==> config.mk <==
export PLATFORM = sky130hd
export DESIGN_NAME = led_fault_guard
export DESIGN_NICKNAME = d
export VERILOG_FILES = /design/src/rtl/lfg_pkg.sv /design/src/rtl/lfg_interval.sv /design/src/rtl/lfg_hold.sv /design/src/rtl/lfg_count.sv /design/src/rtl/led_fault_guard.sv
export SDC_FILE = /design/constraint.sdc
export NUM_CORES = 1
export LEC_CHECK = 0
export ABC_AREA = 1
export BUFFER_PORTS_ARGS = -buffer_cell sky130_fd_sc_hd__buf_2
export CORE_MARGIN = 2
export CORE_UTILIZATION = 60
export CTS_BUF_LIST = sky130_fd_sc_hd__clkbuf_8
export CTS_CLUSTER_SIZE = 24
export DETAILED_ROUTE_END_ITERATION = 8
export PLACE_DENSITY_LB_ADDON = 0.12
export SYNTH_ARGS = -nofsm -noshare
export SYNTH_HDL_FRONTEND = slang
export SYNTH_HIERARCHICAL = 1
export SYNTH_SLANG_ARGS = --single-unit
==> constraint.sdc <==
create_clock -name clk_i -period 2.36 [get_ports clk_i]
set_input_delay 0.118 -clock clk_i [delete_from_list [all_inputs] [get_ports clk_i]]
set_output_delay 0.118 -clock clk_i [all_outputs]
set_load 0.005 [all_outputs]
==> src/rtl/lfg_pkg.sv <==
`timescale 1ns/1ps
package lfg_pkg;

    localparam int unsigned NUM_CLASS = 3;

    typedef enum logic [1:0] {
        CLS_OPEN     = 2'd0,
        CLS_OVERCUR  = 2'd1,
        CLS_OVERVOLT = 2'd2
    } fault_class_e;

    localparam int unsigned NUM_HOLD = 2;
    localparam int unsigned HOLD_OC  = 0;
    localparam int unsigned HOLD_OV  = 1;

endpackage

==> src/rtl/lfg_interval.sv <==
`timescale 1ns/1ps
module lfg_interval #(
    parameter int unsigned INTERVAL_TICKS = 32768
) (
    input  logic clk_i,
    input  logic por_i,
    input  logic tick_i,
    output logic wrap_o
);
    localparam int unsigned IW = (INTERVAL_TICKS > 2) ? $clog2(INTERVAL_TICKS) : 1;
    localparam logic [IW-1:0] LAST_V = IW'(INTERVAL_TICKS - 1);

    typedef struct packed {
        logic [IW-1:0] cnt;
    } ivl_state_t;

    ivl_state_t state_d, state_q;

    always_comb begin
        state_d = state_q;
        wrap_o  = 1'b0;
        if (tick_i) begin
            if (state_q.cnt == LAST_V) begin
                wrap_o      = 1'b1;
                state_d.cnt = '0;
            end else begin
                state_d.cnt = state_q.cnt + 1'b1;
            end
        end
    end

    always_ff @(posedge clk_i or posedge por_i) begin
        if (por_i) state_q <= '0;
        else       state_q <= state_d;
    end

    // wraps are spaced at least two ticks apart
    assert_wrap_spacing_R3: assert property (@(posedge clk_i) disable iff (por_i)
        wrap_o |=> !wrap_o);

endmodule

==> src/rtl/lfg_hold.sv <==
`timescale 1ns/1ps
module lfg_hold #(
    parameter int unsigned HOLD_CYCLES = 2500
) (
    input  logic clk_i,
    input  logic por_i,
    input  logic cond_i,
    output logic active_o,
    output logic expire_o
);
    localparam int unsigned HW = $clog2(HOLD_CYCLES + 1);
    localparam logic [HW-1:0] LOAD_V = HW'(HOLD_CYCLES);
    localparam logic [HW-1:0] ONE_V  = HW'(1);

    typedef struct packed {
        logic [HW-1:0] timer;
    } hold_state_t;

    hold_state_t state_d, state_q;

    always_comb begin
        state_d  = state_q;
        active_o = cond_i || (state_q.timer != '0);
        expire_o = (state_q.timer == ONE_V) && !cond_i;
        if (cond_i) begin
            state_d.timer = LOAD_V;
        end else if (state_q.timer != '0) begin
            state_d.timer = state_q.timer - 1'b1;
        end
    end

    always_ff @(posedge clk_i or posedge por_i) begin
        if (por_i) state_q <= '0;
        else       state_q <= state_d;
    end

    // a seen condition keeps the status in the following cycle
    assert_hold_keeps_R5: assert property (@(posedge clk_i) disable iff (por_i)
        cond_i |=> active_o);

    // after expiry the status only follows the live condition
    assert_hold_expired_R5: assert property (@(posedge clk_i) disable iff (por_i)
        expire_o |=> (active_o == cond_i));

endmodule

==> src/rtl/lfg_count.sv <==
`timescale 1ns/1ps
module lfg_count #(
    parameter int unsigned FULL_COUNT = 256
) (
    input  logic clk_i,
    input  logic por_i,
    input  logic inc_i,
    input  logic clr_i,
    output logic reach_o
);
    localparam int unsigned CW = $clog2(FULL_COUNT + 1);
    localparam logic [CW-1:0] FULL_V = CW'(FULL_COUNT);
    localparam logic [CW-1:0] PRE_V  = CW'(FULL_COUNT - 1);

    typedef struct packed {
        logic [CW-1:0] cnt;
    } cnt_state_t;

    cnt_state_t state_d, state_q;

    always_comb begin
        state_d = state_q;
        reach_o = 1'b0;
        if (clr_i) begin
            state_d.cnt = '0;
        end else if (inc_i && (state_q.cnt != FULL_V)) begin
            state_d.cnt = state_q.cnt + 1'b1;
            reach_o     = (state_q.cnt == PRE_V);
        end
    end

    always_ff @(posedge clk_i or posedge por_i) begin
        if (por_i) state_q <= '0;
        else       state_q <= state_d;
    end

    // count never passes the full value
    assert_cnt_bounded_R2: assert property (@(posedge clk_i) disable iff (por_i)
        state_q.cnt <= FULL_V);

    // no tick and no clear leaves the count untouched
    assert_cnt_idle_R2: assert property (@(posedge clk_i) disable iff (por_i)
        (!inc_i && !clr_i) |=> $stable(state_q.cnt));

    // a clear always empties the counter, whatever else happens
    assert_cnt_clear_R3: assert property (@(posedge clk_i) disable iff (por_i)
        clr_i |=> (state_q.cnt == '0));

endmodule

==> src/rtl/led_fault_guard.sv <==
`timescale 1ns/1ps
module led_fault_guard
    import lfg_pkg::*;
#(
    parameter int unsigned FULL_COUNT     = 256,
    parameter int unsigned INTERVAL_TICKS = 32768,
    parameter int unsigned HOLD_CYCLES    = 2500
) (
    input  logic clk_i,
    input  logic por_i,
    input  logic tick_i,
    input  logic led_on_i,
    input  logic open_en_i,
    input  logic isns_gt100_i,
    input  logic isns_gt600_i,
    input  logic isns_gt930_i,
    input  logic vsns_gt2v_i,
    output logic fault_n_o,
    output logic shutdown_o,
    output logic clamp_en_o
);
    typedef struct packed {
        logic fault;
    } top_state_t;

    top_state_t state_d, state_q;

    logic                 ivl_wrap;
    logic [NUM_HOLD-1:0]  hold_cond;
    logic [NUM_HOLD-1:0]  hold_act;
    logic [NUM_HOLD-1:0]  hold_exp;
    logic [NUM_CLASS-1:0] cls_inc;
    logic [NUM_CLASS-1:0] cls_clr;
    logic [NUM_CLASS-1:0] cls_reach;

    lfg_interval #(.INTERVAL_TICKS(INTERVAL_TICKS)) u_interval (
        .clk_i  (clk_i),
        .por_i  (por_i),
        .tick_i (tick_i),
        .wrap_o (ivl_wrap)
    );

    always_comb begin
        hold_cond          = '0;
        hold_cond[HOLD_OC] = isns_gt600_i;
        hold_cond[HOLD_OV] = vsns_gt2v_i;
    end

    for (genvar h = 0; h < NUM_HOLD; h++) begin : g_hold
        lfg_hold #(.HOLD_CYCLES(HOLD_CYCLES)) u_hold (
            .clk_i    (clk_i),
            .por_i    (por_i),
            .cond_i   (hold_cond[h]),
            .active_o (hold_act[h]),
            .expire_o (hold_exp[h])
        );
    end

    always_comb begin
        cls_inc = '0;
        cls_clr = '0;
        cls_inc[CLS_OPEN]     = tick_i && open_en_i && led_on_i && !isns_gt100_i;
        cls_clr[CLS_OPEN]     = ivl_wrap || isns_gt100_i || !open_en_i;
        cls_inc[CLS_OVERCUR]  = tick_i && hold_act[HOLD_OC];
        cls_clr[CLS_OVERCUR]  = ivl_wrap || hold_exp[HOLD_OC];
        cls_inc[CLS_OVERVOLT] = tick_i && hold_act[HOLD_OV];
        cls_clr[CLS_OVERVOLT] = ivl_wrap || hold_exp[HOLD_OV];
    end

    for (genvar c = 0; c < NUM_CLASS; c++) begin : g_class
        lfg_count #(.FULL_COUNT(FULL_COUNT)) u_count (
            .clk_i   (clk_i),
            .por_i   (por_i),
            .inc_i   (cls_inc[c]),
            .clr_i   (cls_clr[c]),
            .reach_o (cls_reach[c])
        );
    end

    always_comb begin
        state_d       = state_q;
        state_d.fault = state_q.fault || isns_gt930_i || (|cls_reach);
        fault_n_o     = !state_q.fault;
        shutdown_o    = state_q.fault || isns_gt930_i;
        clamp_en_o    = vsns_gt2v_i;
    end

    always_ff @(posedge clk_i or posedge por_i) begin
        if (por_i) state_q <= '0;
        else       state_q <= state_d;
    end

    // a short seen at an edge is reported from that edge on
    assert_short_latch_R6: assert property (@(posedge clk_i) disable iff (por_i)
        isns_gt930_i |=> !fault_n_o);

    // the fault flag never releases without POR
    assert_fault_sticky_R8: assert property (@(posedge clk_i) disable iff (por_i)
        !fault_n_o |=> (!fault_n_o && shutdown_o));

    // any class reaching full count confirms the fault
    assert_reach_fault_R2: assert property (@(posedge clk_i) disable iff (por_i)
        (|cls_reach) |=> !fault_n_o);

    // the interval clear reaches every class counter
    assert_wrap_clears_R3: assert property (@(posedge clk_i) disable iff (por_i)
        ivl_wrap |-> (&cls_clr));

endmodule

==> results.py, run 1 <==
metrics = {
    "die": {
        "io-pin-count": 12,
        "rows": 32,
        "die_width_um": 91.8,
        "floorplan.initialDensity_pct": 60.8,
        "core_area_mm2": 0.00761,
        "die_h_um": 91.8,
        "design.die.area_mm2": 0.00842,
    },
    "power_and_ir_drop": {
        "combinationalPowerShare_pct": 24.1,
        "p_int_uw": 2120,
        "net_switching_component_of_the_power_uw": 1160,
        "p_leak_uw": 0.00254,
        "irDropWorstVdd_uv": 578,
        "seq_power_share_pct": 46.1,
        "power.share.clock_pct": 29.7,
        "p_per_area_mw_per_mm2": 655,
        "p_sw_share_pct": 35.4,
    },
    "yosys": {
        "ys_types": 29,
        "synth_area_in_compound_gates_pct": 5.01,
        "yosys_register_bits": 67,
        "synthesis.nets": 653,
        "synth_top_family_by_area": "simple AND/OR/NAND/NOR gates",
        "synth_seq_area_share_pct": 36.3,
        "synthXorXnorAreaFrac_pct": 2.25,
        "synth.area.mux_share_pct": 0,
        "synth_warnings": 6,
        "syn_area_mm2": 0.00462,
        "synth-adder-area-share_pct": 4.33,
        "post_synth_and_or_nand_nor_area_fraction_pct": 41.7,
        "syn_inst": 628,
        "avgSynthCellArea_um2": 7.36,
    },
    "route": {
        "post_drt_wl_per_cell_um": 12.1,
        "finalWirelength_um": 9160,
        "dr_total_vias": 3848,
        "route.detailed.drc": 0,
        "drt_first_iter_violations": 137,
        "drtAntennaViolNets": 0,
        "drtPass1Iterations": 5,
        "avgViaCountPerCell": 5.08,
    },
    "cells_and_area": {
        "finish.net_count": 676,
        "most-common-layout-cells": "140 x sky130_fd_sc_hd__nand2_1, 93 x sky130_fd_sc_hd__inv_1, 74 x sky130_fd_sc_hd__nor2_1",
        "num_antenna_cells": 0,
        "multi_input_comb_area_mm2": 0.00246,
        "seq_area_mm2": 0.00168,
        "flow.area_growth_from_synthesis_pct": 8.53,
        "post_route_cells_drive_above_1_share_pct": 20.0,
        "fillers": 655,
        "commonest_non_fill_non_tap_cell_in_the_layout": "sky130_fd_sc_hd__nand2_1",
        "finalNonFillerCells": 758,
    },
    "placed_design": {
        "io_buffers": 11,
        "post_place_cells": 736,
        "detailed_place_hpwl_um": 6850,
        "dpl_worst_slack_ns": 0.169,
        "gp_congestion": 0.880,
    },
    "clock_network": {
        "clock_tree.root_cell": "sky130_fd_sc_hd__clkbuf_8",
        "clock_latency_ns": 0.34,
        "tritoncts": "done",
        "cts_max_path_buffers": 2,
        "clock_sink_count": 67,
        "cts_max_level": 3,
        "clkTransAtPathRegs_ns": 0.08,
        "cts_made_buffers": 9,
    },
    "grt": {
        "busiest_layer": "met2",
        "grt_pass1_wl_um": 16300,
        "antenna_found_initial": 0,
        "grt_util_met2_pct": 36.9,
        "grtUsageTotal_pct": 23.6,
        "globalRoute.totalOverflow": 0,
        "grt_use_met1_pct": 33.4,
        "grt_pass1_vias": 3630,
        "grtUsageMet3_pct": 4.44,
        "pin_count_of_the_biggest_net_entering_global_routing": 16,
    },
    "worst_setup_path": {
        "timing.critical_path.required_ns": 2.64,
        "worst_setup_path_end_kind": "register",
        "arrival_ns": 2.43,
        "critical_path_peak_fanout": 11,
        "worstSetupStartpointType": "register",
        "critical_path_class": "reg2reg",
    },
    "sta": {
        "setup_ws_ns": 0.206,
        "setup_viol": 0,
        "slew_headroom_pct": 61.6,
        "timing.final.crit_period_ns": 2.15,
        "timing_max_transition_violations_final": 0,
        "max_clock_skew_ns": 0.00946,
        "highest_clock_rate_mhz": 464,
        "worst_slew_pin_slew_ns": 0.575,
        "layout_worst_path_cycle_share_pct": 91.3,
        "finalHoldViolCount": 0,
    },
    "worst_hold_path": {
        "timing.hold.worst.class": "in2reg",
    },
    "status": {
        "status": "completed",
    },
    "run": {
        "cap_viol_max_count": 0,
    },
}
state kept, by name, indices dropped and copies added, names as in the netlist:
name / count
g_class.u_count/state_q: 27
g_hold.u_hold/state_q: 24
state_q: 1
u_interval/state_q: 15
per-stage QoR:
step / setup TNS [ns] / area, µm² / hold WS, ns / utilization [%] / power, µW
after floorplan: 0 / 4620 / -0.153 / - / 2140
final: 0 / 5020 / 0.0819 / 65.9 / 3280
after global routing: -0.0271 / 5020 / 0.0924 / 65.9 / 3500
after detailed placement: 0 / 4760 / 0.0482 / 62.5 / 2320
after CTS: 0 / 4980 / 0.0718 / 65.4 / 3310
after global placement: 0 / 4760 / 0.0412 / 62.5 / 2290
cells by family (layout without fill, tap and decap cells):
logic type | after synthesis | count (layout)
AO/OA/AOI/OAI | 37 | 37
adder cells (fa/ha/maj) | 16 | 16
XOR/XNOR | 11 | 11
AND/OR/NAND/NOR | 377 | 377
buffers and inverters | 120 | 148
flip-flops | 67 | 67
worst max-delay path: stages, from the launching register on:
cell                      delay, ns
sky130_fd_sc_hd__dfrtp_1       0.40
sky130_fd_sc_hd__ha_1          0.22
sky130_fd_sc_hd__nand2_2       0.11
sky130_fd_sc_hd__nor2_4        0.05
sky130_fd_sc_hd__nand2_4       0.08
sky130_fd_sc_hd__nor2_4        0.04
sky130_fd_sc_hd__nand2_2       0.10
sky130_fd_sc_hd__nor2_4        0.06
sky130_fd_sc_hd__or2_1         0.32
sky130_fd_sc_hd__inv_1         0.37
sky130_fd_sc_hd__nand2_1       0.10
sky130_fd_sc_hd__nor2_1        0.12
sky130_fd_sc_hd__inv_1         0.04
sky130_fd_sc_hd__nand3_1       0.06
what timing repair did:
item	in CTS	in global routing
endpoints found under the hold margin	68	0
gates resized for setup	0	2
setup buffers	0	4
hold buffers	2	0
endpoints found under the setup margin	0	1
path summary, 6_finish.rpt:
path / from / end / slack [ns] / cells past startpoint
max: u_interval/state_q[0]$_DFFE_PP0P_ / state_q$_DFF_PP0_ / 0.21 / 13
min: isns_gt600_i / g_hold[0].u_hold/state_q[11]$_DFFE_PP0P_ / 0.08 / 3
max reg2reg: u_interval/state_q[0]$_DFFE_PP0P_ / state_q$_DFF_PP0_ / 0.21 / 13
min reg2reg: state_q$_DFF_PP0_ / state_q$_DFF_PP0_ / 0.49 / 2
max in group asynchronous: por_i / u_interval/state_q[2]$_DFFE_PP0P_ / 1.52 / 3
min in group asynchronous: por_i / state_q$_DFF_PP0_ / 0.23 / 3
Yosys cell counts:
library cell	n	area (µm²)
sky130_fd_sc_hd__nand3_4	2	35.0
sky130_fd_sc_hd__inv_1	95	357
sky130_fd_sc_hd__xor2_1	8	70.1
sky130_fd_sc_hd__nor3_1	5	25.0
sky130_fd_sc_hd__a21oi_1	6	30.0
sky130_fd_sc_hd__nand3_1	68	340
sky130_fd_sc_hd__dfrtp_1	67	1680
sky130_fd_sc_hd__buf_6	3	33.8
sky130_fd_sc_hd__nand2_1	140	526
sky130_fd_sc_hd__nor4_1	2	12.5
sky130_fd_sc_hd__o21ai_1	6	30.0
sky130_fd_sc_hd__ha_1	16	200
sky130_fd_sc_hd__inv_2	19	71.3
sky130_fd_sc_hd__or2_1	4	25.0
sky130_fd_sc_hd__o21ai_0	14	70.1
sky130_fd_sc_hd__nand4_1	13	81.3
sky130_fd_sc_hd__nand2_8	6	120
sky130_fd_sc_hd__nand2_4	4	45.0
sky130_fd_sc_hd__o31ai_2	2	25.0
sky130_fd_sc_hd__nand2_2	16	100
sky130_fd_sc_hd__xnor2_1	2	17.5
sky130_fd_sc_hd__nor2_2	27	169
sky130_fd_sc_hd__nor2_4	13	146
sky130_fd_sc_hd__o21ai_2	7	61.3
sky130_fd_sc_hd__nor2_1	74	278
sky130_fd_sc_hd__nor3b_1	3	22.5
sky130_fd_sc_hd__xnor2_2	1	16.3
sky130_fd_sc_hd__o21bai_1	2	15.0
sky130_fd_sc_hd__buf_4	3	22.5
area by class of cell:
| cell class | instances | area share, % |
|---|---|---|
| repair buffers | 18 | 2.24 |
| clock inverters | 6 | 1.30 |
| flip-flops and latches | 67 | 33.4 |
| inverters | 114 | 8.68 |
| multi-input cells | 441 | 49.1 |
| clock buffers | 10 | 2.74 |
| well taps | 102 | 2.54 |
power by group through the flow:
| stage | Sequential, µW | Combinational, µW | Clock, µW |
|---|---|---|---|
| after floorplan | 1490 | 653 | 0 |
| after global placement | 1530 | 764 | 0 |
| after detailed placement | 1530 | 785 | 0 |
| after CTS | 1510 | 794 | 999 |
| after global routing | 1540 | 914 | 1040 |
| final | 1510 | 793 | 976 |
layer usage:
metal  vias to the layer above  part of all wire, %
met5                         -                    0
met4                         0                  1.8
li1                       1994                    -
met2                        49                   45
met1                      1790                   50
met3                        15                  2.8
Note: power is estimated with default switching activity, not from simulation.
==> run 2: changes to the inputs <==
--- a/config.mk
+++ b/config.mk
@@ -5,7 +5,6 @@
 export SDC_FILE = /design/constraint.sdc
 export NUM_CORES = 1
 export LEC_CHECK = 0
-export ABC_AREA = 1
 export BUFFER_PORTS_ARGS = -buffer_cell sky130_fd_sc_hd__buf_2
 export CORE_MARGIN = 2
 export CORE_UTILIZATION = 60
==> run 2 against run 1 <==
Compared with the run above:
- area after synthesis shrank 16%
- combinational power is 4.7% lower
- critical path depth fell by 6
- global-route usage down 1.5 points
- flip-flop and latch count is the same
- core utilization rose by 3.6 points
- largest cell class unchanged
- worst hold slack worse by 0.012 ns
==> results.py, run 2 <==
metrics = {
    "clock_network": {
        "cts_max_level": 3,
        "cts_made_buffers": 9,
        "clock_tree.root_cell": "sky130_fd_sc_hd__clkbuf_8",
        "clock_latency_ns": 0.33,
        "cts.repair_timing.setup_buffer_count": 0,
        "cts_max_path_buffers": 2,
        "clock_sink_count": 67,
        "tritoncts": "done",
        "clkTransAtPathRegs_ns": 0.07,
    },
    "grt": {
        "pin_count_of_the_biggest_net_entering_global_routing": 17,
        "grt_pass1_vias": 2959,
        "globalRoute.totalOverflow": 0,
        "grt_pass1_wl_um": 12800,
        "grtUsageTotal_pct": 22.1,
        "antenna_found_initial": 0,
    },
    "sta": {
        "finalHoldViolCount": 0,
        "max_clock_skew_ns": 0.00665,
        "timing_max_transition_violations_final": 0,
        "worst_slew_pin_slew_ns": 0.564,
        "setup_viol": 0,
        "grt_setup_unrepaired": "yes",
        "layout_worst_path_cycle_share_pct": 96.0,
        "highest_clock_rate_mhz": 441,
        "timing.final.crit_period_ns": 2.27,
        "slew_headroom_pct": 62.4,
        "hold-worst-slack_ns": 0.0699,
    },
    "worst_setup_path": {
        "cp_slowest_cell": "sky130_fd_sc_hd__or4_1",
        "timing.critical_path.required_ns": 2.57,
        "critical_path_class": "reg2reg",
        "arrival_ns": 2.47,
        "worst_setup_path_end_kind": "register",
        "crit_chain": "ha_4 -> nand2_2 -> or3_4 -> nor4_4 -> or2_1 -> and3b_1 -> or4_1",
        "critical_path_peak_fanout": 6,
        "cp_slowest_stage_delay_ns": 0.51,
        "critical_path_buf_inv_count": 0,
        "critPathTopFamily": "simple AND/OR/NAND/NOR gates",
        "worstSetupStartpointType": "register",
    },
    "yosys": {
        "synth_common_cells": "67 x sky130_fd_sc_hd__dfrtp_1, 45 x sky130_fd_sc_hd__nor2_1, 30 x sky130_fd_sc_hd__inv_1",
        "synthDominantCellAreaShare_pct": 43.1,
        "ys_top_cells_by_area": "sky130_fd_sc_hd__dfrtp_1 43%, sky130_fd_sc_hd__ha_1 5.1%, sky130_fd_sc_hd__nor2_1 4.3%, sky130_fd_sc_hd__xnor2_1 2.9%, sky130_fd_sc_hd__inv_1 2.9%",
        "ys_types": 49,
        "yosys.area.top_type": "sky130_fd_sc_hd__dfrtp_1",
        "syn_inst": 390,
        "yosys_register_bits": 67,
        "synth_warnings": 6,
        "syn_area_mm2": 0.00389,
        "synth-edff-count": 0,
        "synthesis.nets": 415,
        "dominantRegCellSynth": "sky130_fd_sc_hd__dfrtp_1",
        "synth_seq_area_share_pct": 43.1,
        "ys_async_sr_fraction_pct": 100,
        "avgSynthCellArea_um2": 9.97,
        "synthMostInstantiatedCell": "sky130_fd_sc_hd__dfrtp_1",
    },
    "cells_and_area": {
        "commonest_non_fill_non_tap_cell_in_the_layout": "sky130_fd_sc_hd__dfrtp_1",
        "most-common-layout-cells": "67 x sky130_fd_sc_hd__dfrtp_1, 45 x sky130_fd_sc_hd__nor2_1, 32 x sky130_fd_sc_hd__inv_1",
        "post_route_cells_drive_above_1_share_pct": 20.5,
        "top_regs": "g_class.u_count/state_q: 27 flops, g_hold.u_hold/state_q: 24 flops, u_interval/state_q: 15 flops",
        "fillers": 484,
        "largest_register_ff_count": 27,
        "largest_reg_by_ff_count": "g_class.u_count/state_q",
        "finish.net_count": 451,
        "flow.area_growth_from_synthesis_pct": 12.9,
        "num_antenna_cells": 0,
        "final_cell_area_excluding_filler_cells_mm2": 0.00439,
    },
    "placed_design": {
        "post_dp_cell_area_mm2": 0.00416,
        "io_buffers": 11,
        "detailed_place_hpwl_um": 5240,
        "gp_congestion": 0.826,
    },
    "die": {
        "floorplan.initialDensity_pct": 61.6,
        "core_area_mm2": 0.00631,
        "design.die.area_mm2": 0.00714,
        "rows": 29,
        "io-pin-count": 12,
        "die_width_um": 84.5,
        "die_h_um": 84.5,
    },
    "worst_hold_path": {
        "timing.hold.worst.class": "in2reg",
    },
    "route": {
        "drtAntennaViolNets": 0,
        "finalWirelength_um": 7230,
        "drtPass1Iterations": 4,
        "dr_total_vias": 2898,
        "route.detailed.drc": 0,
        "post_drt_wl_per_cell_um": 14.3,
        "avgViaCountPerCell": 5.72,
        "drt_first_iter_violations": 93,
    },
    "power_and_ir_drop": {
        "p_int_uw": 2260,
        "p_leak_uw": 0.00186,
        "p_sw_share_pct": 31.9,
        "p_per_area_mw_per_mm2": 757,
        "seq_power_share_pct": 48.8,
        "power.share.clock_pct": 28.5,
        "irDropWorstVdd_uv": 488,
        "net_switching_component_of_the_power_uw": 1060,
        "combinationalPowerShare_pct": 22.8,
    },
    "status": {
        "status": "completed",
    },
    "run": {
        "cap_viol_max_count": 0,
    },
}
==> run 2: timing repair <==
item                                    in CTS  in global routing
gates resized for setup                      0                  4
endpoints found under the setup margin       0                  1
hold buffers                                 1                  0
endpoints found under the hold margin       67                  0
==> run 2: cell families (layout without fill, tap and decap cells) <==
kind of cell    after synthesis  after routing  share of synthesized area (%)
simple gates                177            177                           28.8
xor+xnor                     25             25                           5.63
flops                        67             67                           43.1
buf+inv                      37             77                           3.70
fa+ha+maj                    16             16                           5.15
compound gates               57             57                           10.2
mux                          11             11                           3.38
==> run 2: worst paths after layout <==
path | from | endpoint | slack, ns | cells after the start
max | u_interval/state_q[0]$_DFFE_PP0P_ | state_q$_DFF_PP0_ | 0.09 | 7
min | tick_i | u_interval/state_q[2]$_DFFE_PP0P_ | 0.07 | 3
max reg2reg | u_interval/state_q[0]$_DFFE_PP0P_ | state_q$_DFF_PP0_ | 0.09 | 7
min reg2reg | u_interval/state_q[12]$_DFFE_PP0P_ | u_interval/state_q[12]$_DFFE_PP0P_ | 0.50 | 1
max in group asynchronous | por_i | u_interval/state_q[11]$_DFFE_PP0P_ | 1.51 | 3
min in group asynchronous | por_i | state_q$_DFF_PP0_ | 0.24 | 3
==> run 2: final cells by class <==
| cell class | instances | area (µm²) | share of cell area [%] |
|---|---|---|---|
| repair buffers | 32 | 215 | 4.90 |
| flip-flops and latches | 67 | 1680 | 38.2 |
| multi-input cells | 286 | 2090 | 47.7 |
| clock buffers | 11 | 151 | 3.45 |
| well taps | 77 | 96.3 | 2.19 |
| inverters | 30 | 113 | 2.57 |
| clock inverters | 4 | 42.5 | 0.969 |
==> run 2: layer usage <==
| layer | up-vias | global-route usage [%] | part of all wire, % |
|---|---|---|---|
| met1 | 1399 | 28.6 | 49 |
| li1 | 1464 | - | - |
| met5 | - | 0 | 0 |
| met3 | 6 | 3.64 | 2.2 |
| met2 | 29 | 37.7 | 48 |
| met4 | 0 | 7.79 | 1.1 |
==> run 2: metrics by stage <==
step                power (µW)  setup WS, ns  instances  utilization (%)  setup TNS [ns]
detailed placement        2370        0.0396        491             65.9               0
CTS                       3330        0.0311        507             69.1               0
floorplan                 2160        -0.165        390                -          -0.165
global route              3520       -0.0368        507             69.5         -0.0368
global placement          2330        0.0874        491             65.9               0
finish                    3320        0.0935        507             69.5               0
==> run 2: tightest hold or removal path, cell delays in order <==
cell	delay [ns]
sky130_fd_sc_hd__buf_2	0.12
sky130_fd_sc_hd__nand2_2	0.07
sky130_fd_sc_hd__xnor2_1	0.06
==> run 2: power groups by stage <==
stage / Clock, µW / Sequential [µW] / Combinational, µW
after floorplan: 0 / 1580 / 582
after global placement: 0 / 1620 / 709
after detailed placement: 0 / 1630 / 747
after CTS: 973 / 1610 / 753
after global routing: 1010 / 1650 / 859
final: 946 / 1620 / 756
